## src/rtl/nre_pkg.sv

```systemverilog
package nre_pkg;
  localparam int ADDR_W = 24;
  localparam int LEN_W  = ADDR_W + 1;

  localparam logic [7:0] OP_STATUS = 8'h05;
  localparam logic [7:0] OP_WR_EN  = 8'h06;
  localparam logic [7:0] OP_CHIP   = 8'hC7;
  localparam logic [7:0] OP_SMALL  = 8'h20;
  localparam logic [7:0] OP_BIG    = 8'hD8;

  typedef enum logic [2:0] {ST_IDLE, ST_GAP, ST_LOAD, ST_WAIT, ST_EVAL} seq_st_e;
  typedef enum logic [1:0] {FR_STAT, FR_WREN, FR_ERASE} frame_e;
endpackage

```

## src/rtl/nre_req_check.sv

```systemverilog
module nre_req_check
  import nre_pkg::*;
#(
  parameter int DEV_LOG2   = 20,
  parameter int SMALL_LOG2 = 12,
  parameter int BIG_LOG2   = 16
) (
  input  logic [ADDR_W-1:0] addr,
  input  logic [LEN_W-1:0]  len,
  input  logic              big,
  output logic              ok,
  output logic              whole,
  output logic [LEN_W-1:0]  unit_bytes
);
  localparam int SUM_W = ADDR_W + 2;
  localparam logic [SUM_W-1:0] DEV_BYTES = SUM_W'(1) << DEV_LOG2;
  localparam logic [LEN_W-1:0] SMALL_B   = LEN_W'(1) << SMALL_LOG2;
  localparam logic [LEN_W-1:0] BIG_B     = LEN_W'(1) << BIG_LOG2;

  logic [SUM_W-1:0] end_pos;
  logic             fits, aligned;

  always_comb begin
    unit_bytes = big ? BIG_B : SMALL_B;
    end_pos    = SUM_W'(addr) + SUM_W'(len);
    fits       = end_pos <= DEV_BYTES;
    aligned    = (len & (unit_bytes - LEN_W'(1))) == '0;
    ok         = fits && aligned;
    whole      = SUM_W'(len) == DEV_BYTES;
  end
endmodule

```

## src/rtl/nre_spi_byte.sv

```systemverilog
module nre_spi_byte #(
  parameter int CLK_HALF = 2
) (
  input  logic       clk,
  input  logic       rst,
  input  logic       start,
  input  logic [7:0] tx,
  input  logic       miso,
  output logic       sck,
  output logic       mosi,
  output logic       done,
  output logic [7:0] rx
);
  localparam int DW = (CLK_HALF > 1) ? $clog2(CLK_HALF) : 1;

  logic          active;
  logic [DW-1:0] div;
  logic [2:0]    bitn;
  logic [7:0]    sh;

  always_ff @(posedge clk) begin
    if (rst) begin
      active <= 1'b0;
      div    <= '0;
      bitn   <= '0;
      sh     <= '0;
      sck    <= 1'b0;
      mosi   <= 1'b0;
      done   <= 1'b0;
      rx     <= '0;
    end else begin
      done <= 1'b0;
      if (start && !active) begin
        active <= 1'b1;
        sh     <= tx;
        mosi   <= tx[7];
        sck    <= 1'b0;
        div    <= '0;
        bitn   <= '0;
      end else if (active) begin
        if (div == DW'(CLK_HALF - 1)) begin
          div <= '0;
          if (!sck) begin
            sck <= 1'b1;
            rx  <= {rx[6:0], miso};
          end else begin
            sck <= 1'b0;
            if (bitn == 3'd7) begin
              active <= 1'b0;
              done   <= 1'b1;
              mosi   <= 1'b0;
            end else begin
              bitn <= bitn + 3'd1;
              sh   <= {sh[6:0], 1'b0};
              mosi <= sh[6];
            end
          end
        end else begin
          div <= div + DW'(1);
        end
      end
    end
  end
endmodule

```

## src/rtl/nre_seq.sv

```systemverilog
module nre_seq
  import nre_pkg::*;
#(
  parameter int POLL_LIMIT = 100000,
  parameter int GAP_CYC    = 8
) (
  input  logic              clk,
  input  logic              rst,
  input  logic              req_valid,
  output logic              req_ready,
  input  logic [ADDR_W-1:0] req_addr,
  input  logic [LEN_W-1:0]  req_len,
  input  logic              req_big,
  input  logic              chk_ok,
  input  logic              chk_whole,
  input  logic [LEN_W-1:0]  chk_unit,
  input  logic              spi_done,
  input  logic [7:0]        spi_rx,
  output logic              spi_start,
  output logic [7:0]        spi_tx,
  output logic              cs_n,
  output logic              done,
  output logic              err
);
  localparam int PW = $clog2(POLL_LIMIT + 1);
  localparam int GW = $clog2(GAP_CYC + 1);

  seq_st_e           st;
  frame_e            kind;
  logic [ADDR_W-1:0] cur_addr;
  logic [LEN_W-1:0]  remain, unit;
  logic              big_q, whole_q;
  logic [1:0]        idx;
  logic [PW-1:0]     polls;
  logic [GW-1:0]     gap;
  logic [7:0]        byte_now;
  logic              last_byte;

  assign req_ready = (st == ST_IDLE);

  always_comb begin
    byte_now  = 8'h00;
    last_byte = 1'b1;
    unique case (kind)
      FR_STAT: begin
        byte_now  = (idx == 2'd0) ? OP_STATUS : 8'h00;
        last_byte = (idx == 2'd1);
      end
      FR_WREN: byte_now = OP_WR_EN;
      default: begin
        if (whole_q) begin
          byte_now = OP_CHIP;
        end else begin
          last_byte = (idx == 2'd3);
          unique case (idx)
            2'd0:    byte_now = big_q ? OP_BIG : OP_SMALL;
            2'd1:    byte_now = cur_addr[23:16];
            2'd2:    byte_now = cur_addr[15:8];
            default: byte_now = cur_addr[7:0];
          endcase
        end
      end
    endcase
  end

  always_ff @(posedge clk) begin
    if (rst) begin
      st        <= ST_IDLE;
      kind      <= FR_STAT;
      cur_addr  <= '0;
      remain    <= '0;
      unit      <= '0;
      big_q     <= 1'b0;
      whole_q   <= 1'b0;
      idx       <= '0;
      polls     <= '0;
      gap       <= '0;
      spi_start <= 1'b0;
      spi_tx    <= '0;
      cs_n      <= 1'b1;
      done      <= 1'b0;
      err       <= 1'b0;
    end else begin
      spi_start <= 1'b0;
      done      <= 1'b0;
      unique case (st)
        ST_IDLE: if (req_valid) begin
          err <= 1'b0;
          if (!chk_ok) begin
            err <= 1'b1;
          end else if (req_len == '0) begin
            done <= 1'b1;
          end else begin
            cur_addr <= req_addr;
            remain   <= req_len;
            unit     <= chk_unit;
            big_q    <= req_big;
            whole_q  <= chk_whole;
            kind     <= FR_STAT;
            polls    <= '0;
            gap      <= '0;
            st       <= ST_GAP;
          end
        end
        ST_GAP: begin
          gap <= gap + GW'(1);
          if (gap == GW'(GAP_CYC - 1)) begin
            cs_n <= 1'b0;
            idx  <= '0;
            st   <= ST_LOAD;
          end
        end
        ST_LOAD: begin
          spi_start <= 1'b1;
          spi_tx    <= byte_now;
          st        <= ST_WAIT;
        end
        ST_WAIT: if (spi_done) begin
          if (last_byte) begin
            st <= ST_EVAL;
          end else begin
            idx <= idx + 2'd1;
            st  <= ST_LOAD;
          end
        end
        default: begin
          cs_n <= 1'b1;
          gap  <= '0;
          st   <= ST_GAP;
          unique case (kind)
            FR_STAT: begin
              if (!spi_rx[0]) begin
                kind <= FR_WREN;
              end else if (polls == PW'(POLL_LIMIT - 1)) begin
                err <= 1'b1;
                st  <= ST_IDLE;
              end else begin
                polls <= polls + PW'(1);
              end
            end
            FR_WREN: kind <= FR_ERASE;
            default: begin
              if (whole_q || remain == unit) begin
                done <= 1'b1;
                st   <= ST_IDLE;
              end else begin
                cur_addr <= cur_addr + unit[ADDR_W-1:0];
                remain   <= remain - unit;
                kind     <= FR_STAT;
                polls    <= '0;
              end
            end
          endcase
        end
      endcase
    end
  end
endmodule

```

## src/rtl/nor_range_eraser.sv

```systemverilog
module nor_range_eraser
  import nre_pkg::*;
#(
  parameter int DEV_LOG2   = 20,
  parameter int SMALL_LOG2 = 12,
  parameter int BIG_LOG2   = 16,
  parameter int POLL_LIMIT = 100000,
  parameter int CLK_HALF   = 2
) (
  input  logic        clk,
  input  logic        rst,
  input  logic        req_valid,
  output logic        req_ready,
  input  logic [23:0] req_addr,
  input  logic [24:0] req_len,
  input  logic        req_big,
  output logic        done,
  output logic        err,
  output logic        spi_sck,
  output logic        spi_cs_n,
  output logic        spi_mosi,
  input  logic        spi_miso
);
  localparam int GAP_CYC = 4 * CLK_HALF;

  logic             chk_ok, chk_whole;
  logic [LEN_W-1:0] chk_unit;
  logic             spi_start, spi_done;
  logic [7:0]       spi_tx, spi_rx;

  nre_req_check #(
    .DEV_LOG2(DEV_LOG2), .SMALL_LOG2(SMALL_LOG2), .BIG_LOG2(BIG_LOG2)
  ) check_i (
    .addr(req_addr), .len(req_len), .big(req_big),
    .ok(chk_ok), .whole(chk_whole), .unit_bytes(chk_unit)
  );

  nre_seq #(.POLL_LIMIT(POLL_LIMIT), .GAP_CYC(GAP_CYC)) seq_i (
    .clk(clk), .rst(rst),
    .req_valid(req_valid), .req_ready(req_ready),
    .req_addr(req_addr), .req_len(req_len), .req_big(req_big),
    .chk_ok(chk_ok), .chk_whole(chk_whole), .chk_unit(chk_unit),
    .spi_done(spi_done), .spi_rx(spi_rx),
    .spi_start(spi_start), .spi_tx(spi_tx),
    .cs_n(spi_cs_n), .done(done), .err(err)
  );

  nre_spi_byte #(.CLK_HALF(CLK_HALF)) shift_i (
    .clk(clk), .rst(rst), .start(spi_start), .tx(spi_tx), .miso(spi_miso),
    .sck(spi_sck), .mosi(spi_mosi), .done(spi_done), .rx(spi_rx)
  );
endmodule

```

## config.mk

```make
export PLATFORM = sky130hd
export DESIGN_NAME = nor_range_eraser
export DESIGN_NICKNAME = d
export VERILOG_FILES = /design/src/rtl/nre_pkg.sv /design/src/rtl/nre_req_check.sv /design/src/rtl/nre_spi_byte.sv /design/src/rtl/nre_seq.sv /design/src/rtl/nor_range_eraser.sv
export SDC_FILE = /design/constraint.sdc
export NUM_CORES = 1
export LEC_CHECK = 0
export BUFFER_PORTS_ARGS = -buffer_cell sky130_fd_sc_hd__buf_2
export CAP_MARGIN = 20
export CORE_UTILIZATION = 50
export CTS_CLUSTER_DIAMETER = 100
export DETAILED_ROUTE_END_ITERATION = 8
export PLACE_DENSITY = 0.68
export SLEW_MARGIN = 20
export SYNTH_ARGS = -nofsm -noshare
export SYNTH_HDL_FRONTEND = slang
export SYNTH_SLANG_ARGS = --single-unit
export TNS_END_PERCENT = 1
```

## constraint.sdc

```tcl
create_clock -name clk -period 3.75 [get_ports clk]
set_clock_uncertainty 0.1 [all_clocks]
set_input_delay 0.1875 -clock clk [delete_from_list [all_inputs] [get_ports clk]]
set_output_delay 0.1875 -clock clk [all_outputs]
set_load 0.03 [all_outputs]
```

==> After elaboration in Yosys (flattened, before gate mapping) <==
Cells that the tools add are included.
{ "classes": {"n_addsub": 9, "n_lt_le_gt_ge": 1, "eq_ne": 27, "n_mux": 87, "n_bitwise": 10, "n_reduce_logical": 36} }
{ "ops": {"columns": ["operator", "count"], "rows": [
  ["25-bit 2-to-1 mux", 5],
  ["24-bit 2-to-1 mux", 5],
  ["17-bit 2-to-1 mux", 7],
  ["17-bit case mux with 2 select lines", 2],
  ["25-bit logical NOT", 2],
  ["25-bit case mux with 2 select lines", 1],
  ["24-bit case mux with 2 select lines", 1],
  ["7-bit 2-to-1 mux", 5],
  ["1-bit 2-to-1 mux", 29],
  ["24-bit by 25-bit adder with 26-bit output", 1],
  ["26-bit by 21-bit less-or-equal comparator with 1-bit output, second input constant", 1],
  ["25-bit AND", 1],
  ["25-bit by 21-bit == test with 1-bit output, second input constant", 1],
  ["25-bit == test", 1],
  ["25-bit by 1-bit subtractor with 25-bit output, second input constant", 1],
  ["25-bit subtractor", 1],
  ["24-bit adder", 1],
  ["8-bit case mux with 3 select lines", 1],
  ["4-bit AND reduction", 6],
  ["3-bit 2-to-1 mux", 7],
  ["17-bit by 1-bit adder with 17-bit output, second input constant", 1],
  ["17-bit == test, second input constant", 1],
  ["2-bit 2-to-1 mux", 8],
  ["8-bit 2-to-1 mux", 2],
  ["other kinds (37)", 79]
]} }
{ "totals": {"reg_bits": 132, "input_bits": 54, "output_inout_bits": 6, "wordCells": 193} }

==> Logic depth before layout (Yosys ltp) <==
{ "logic_depth": {"depth_word": 8, "ltp_mapped": 14, "mapped_depth_nobuf": 13} }

==> Modules after synthesis <==
Synthesis repeated with hierarchy kept, for this count alone.
{ "hier_totals": {"hier_cells": 1392, "hier_area_um2": 10652.7} }
{ "by_module_without_submodules": {"columns": ["mod", "n_inst", "cells_each", "area_each_um2", "seq_area_each_um2"], "rows": [
  ["nre_seq", 1, 1026, 7744.9, 2322.2],
  ["nre_req_check", 1, 264, 1889.3, 0.0],
  ["nre_spi_byte", 1, 102, 1018.5, 460.4]
]} }

==> Least setup slack after synthesis <==
OpenSTA, ideal clock, no wires.
{ "synth_path": {"path_kind": "input -> register", "start": "input req_addr[0]", "end": "register seq_i.cur_addr[14]", "setup_time_ns": 0.132, "t_arrival_ns": 3.317, "required_time_ns": 3.518, "path_slack_ns": 0.202, "stages": 14, "path_buffers": 2, "path_cell_list": "ha_1 fa_1 a211oi_2 o211ai_1 a221oi_2 o221ai_2 a41oi_1 xor2_1 nand4_4 or4_1 buf_2 buf_6 a32oi_1 o21ai_1"} }
{ "synth_between": {"elab_chain_cells": 5} }
{ "synth_lines": {"columns": ["element", "line", "source"], "rows": [
  ["start: declaration", "nor_range_eraser.sv:14", "input logic [23:0] req_addr,"],
  ["24-bit by 25-bit adder with 26-bit output", "nre_req_check.sv:25", "end_pos = SUM_W'(addr) + SUM_W'(len);"],
  ["26-bit by 21-bit less-or-equal comparator with 1-bit output", "nre_req_check.sv:26", "fits = end_pos <= DEV_BYTES;"],
  ["1-bit logical AND", "nre_req_check.sv:28", "ok = fits && aligned;"],
  ["2-bit by 1-bit inequality test with 1-bit output (no line)", null, null],
  ["6-bit AND reduction (no line)", null, null],
  ["end signal: assignment", "nre_seq.sv:94", "cur_addr <= req_addr;"],
  ["end signal: assignment", "nre_seq.sv:147", "cur_addr <= cur_addr + unit[ADDR_W-1:0];"],
  ["end: declaration", "nre_seq.sv:30", "logic [ADDR_W-1:0] cur_addr;"]
]} }
No other way between the ends.
A chain may end at the register's enable or synchronous reset.

==> Worst setup path in the final report <==
{ "layout_path": {"start": "input req_addr[10]", "end": "register seq_i.remain[13]"} }
{ "layout_between": {"elab_chain_cells": 5} }
{ "layout_lines": {"columns": ["element", "line", "source"], "rows": [
  ["24-bit by 25-bit adder with 26-bit output", "nre_req_check.sv:25", null],
  ["26-bit by 21-bit less-or-equal comparator with 1-bit output", "nre_req_check.sv:26", null],
  ["1-bit logical AND", "nre_req_check.sv:28", null],
  ["2-bit by 1-bit inequality test with 1-bit output (no line)", null, null],
  ["6-bit AND reduction (no line)", null, null],
  ["end signal: assignment", "nre_seq.sv:95", "remain <= req_len;"],
  ["end signal: assignment", "nre_seq.sv:148", "remain <= remain - unit;"],
  ["end: declaration", "nre_seq.sv:31", "logic [LEN_W-1:0] remain, unit;"]
]} }
No other way between the ends.

==> flow_summary.yaml <==
yosys:
  synth_most_common_cell: "dfxtp_1"
  synth_top_area_share_pct: 30.0
  syn_area_sq_um: 7210
  ys_ff_latch: 108
  synth_cells: 899
  synth_commonest_cells: "dfxtp_1, nor2_1, a21oi_1, nand2_1"
  postSynthAreaPerCell_sq_um: 8.02
  synth.net_count: 992
  async_flop_share_pct: 0
  synth-edff-count: 0
  synthDistinctLibCells: 79
  ys.flop_type: "dfxtp_1"
  ys_top_cells_by_area: "dfxtp_1, ha_1, mux2i_1, nor2_1, a21oi_1"
  synth.largest_area_cell: "dfxtp_1"
  yosys_warnings: 0
  seq_area_frac_synth_pct: 30.0
floorplan:
  initial_core_util_pct: 51.5
  dieArea_sq_um: 14900
  coreArea_sq_um: 14000
  io_pins: 60
  fp-row-count: 43
  die_h_um: 122
  die_w_um: 122
drt:
  ant_nets: 0
  drtIter0Drc: 559
  dr.pass1.iters: 5
  wl_um: 19600
  drcViolationCount: 0
  wire_per_inst_um: 17.2
  via_count: 7016
  routed_via_density: 6.16
critical_path:
  cp.required_ns: 3.95
  worstRegToRegCells: 6
  cp.arrival_ns: 3.79
  cp.depth: 16
  critPathBufInv: 5
  slowest_delay_ns: 0.53
  crit_fanout: 7
  cp_top_family: "compound AO/OA/AOI/OAI gates"
  critPathCaptureType: "register"
  cp_common_cell: "buf_4"
  crit_chain: "dlygate4sd3_1, buf_2, ha_1, buf_4, nand2_1, o21ai_1, a221oi_2, o221ai_2, buf_4, xor2_1, o2111ai_2, and4_2, and4_1, buf_4, o221ai_1, o311a_1"
  critical_path.startpoint_type: "input port"
  worstSetupPathType: "input port to register"
  slowest_stage: "dlygate4sd3_1"
power:
  pwr_density_cell_nw_per_um2: 383
  power_w: 0.00315
  p_leak_nw: 3.38
  max-vdd-ir-drop_mv: 0.332
run:
  max_cap_viol_count: 0
timing:
  min_period_ns: 3.59
  slew_headroom_pct: 35.8
  fin_crit_sh_pct: 95.7
  timing_max_transition_violations_final: 0
  tightest_slew_ns: 0.960
  setup_viol: 0
  fmax_mhz: 279
  timing.final.hold_violations: 0
place:
  io_buffer_count: 59
  gp_congestion: 0.917
  placed_cells: 1114
  dp_hpwl_um: 14500
finish:
  n_antenna_cell: 0
  nFillCells: 1331
  drive_gt1_share_pct: 15.6
  final_cells: 1139
  final_nets: 1047
  post-route-util_pct: 58.8
  area_growth_pct: 14.1
  regArea_sq_um: 2160
  multiInputGateArea_sq_um: 4770
clock_network:
  cts_tree: "yes"
  clk_path_buf_depth: 2
  cts_root_buf: "clkbuf_16"
  clk_latency_ns: 0.36
  clk_pin_slew_ns: 0.07
  cts-buffers-inserted: 9
  clock_sinks: 108
  htree_levels: 3
global_route:
  grt_pass1_wl_um: 32000
  grt_max_degree: 46
  grt_most_used_layer: "met2"
  grt_use_met2_pct: 41.9
  met1_usage_pct: 37.6
  grtUsageTotal_pct: 27.1
  antenna_found_initial: 0
  grt_pass1_vias: 6378
  gr-total-overflow: 0
  use_met3_pct: 5.95
worst_hold_path:
  min_path_type: "input port to register"
  whs_path_depth: 3
status:
  status: "finished, final reports clean"
per-stage QoR:
stage               instance area [sq um]  hold WS [ns]  worst slack [ns]   TNS (ns)
floorplan                            7210         0.178             0.202          0
global placement                     7790         0.324           0.00885          0
detailed placement                   7790         0.345            -0.108      -1.67
CTS                                  8170      0.000934            0.0653          0
global route                         8220      0.000317         -0.000242  -0.000242
finish                               8220       0.00708             0.162          0
power by group:
part	total [W]	leakage, nW	internal [W]	switching (W)
Clock	0.000997	0.149	0.000559	0.000438
Combinational	0.000919	2.36	0.000329	0.000590
Sequential	0.00124	0.871	0.00119	0.0000512
per-layer routing:
metal | vias to the layer above | wire length, um
li1 | 3521 | -
met1 | 3259 | 9330
met2 | 204 | 8880
met3 | 32 | 1050
met4 | 0 | 372
met5 | - | 0
flip-flops by register name (all words and copies together) (netlist names), 2 cells and up:
signal / cells
seq_i.polls: 17
seq_i.remain: 25
seq_i.unit: 2
shift_i.sh: 7
shift_i.bitn: 3
seq_i.gap: 4
seq_i.st: 3
seq_i.cur_addr: 24
seq_i.kind: 2
seq_i.idx: 2
seq_i.spi_tx: 8
kinds of logic after synthesis:
group / Yosys count / share of synthesized area [%]
xor+xnor: 15 / 1.82
flops: 108 / 30.0
fa+ha+maj: 39 / 6.88
buf+inv: 74 / 4.22
simple gates: 358 / 25.8
mux: 44 / 6.23
compound gates: 261 / 25.0
worst register-to-register path, cell delays in order (launching register included):
cell,delay [ns]
dfxtp_1,0.59
or3_1,0.46
clkinv_1,0.44
nor2_1,0.85
o311ai_0,0.29
o31a_1,0.17
nand2_1,0.07
worst paths after layout:
| kind | start | endpoint | slack (ns) |
|---|---|---|---|
| setup / recovery | req_addr[10] | seq_i.remain[13] | 0.16 |
| hold reg to reg | seq_i.cs_n | seq_i.cs_n | 0.37 |
| setup reg to reg | seq_i.st[1] | seq_i.remain[24] | 0.73 |
| hold / removal | req_addr[3] | seq_i.cur_addr[3] | 0.007 |
placed cells by master (no fill, tap or decap), types with 15 or more instances in the layout:
cell and n:
nor2_1 95, buf_4 31, mux2i_1 40, buf_2 59, dfxtp_1 108, nand3_1 20
nor3_1 43, a32o_1 15, nand2_1 68, inv_1 15, and3_1 26, a21oi_1 69
o21ai_0 43, nor3b_1 18, a211oi_1 15, ha_1 38
area by class of cell:
| cell class | instances | share of cell area, % |
|---|---|---|
| multi-input combinational | 717 | 58.1 |
| sequential | 108 | 26.3 |
| timing repair buffer | 102 | 8.38 |
| clock buffer | 12 | 3.12 |
| tap | 180 | 2.74 |
| inverter | 16 | 0.730 |
| clock inverter | 4 | 0.670 |
repair_timing:
action	in CTS	in global routing
hold buffers	7	0
gates resized for setup	0	9
setup endpoints to repair	0	76
setup buffers	0	2
hold endpoints to repair	7	0
(Power assumes the default switching activity.)
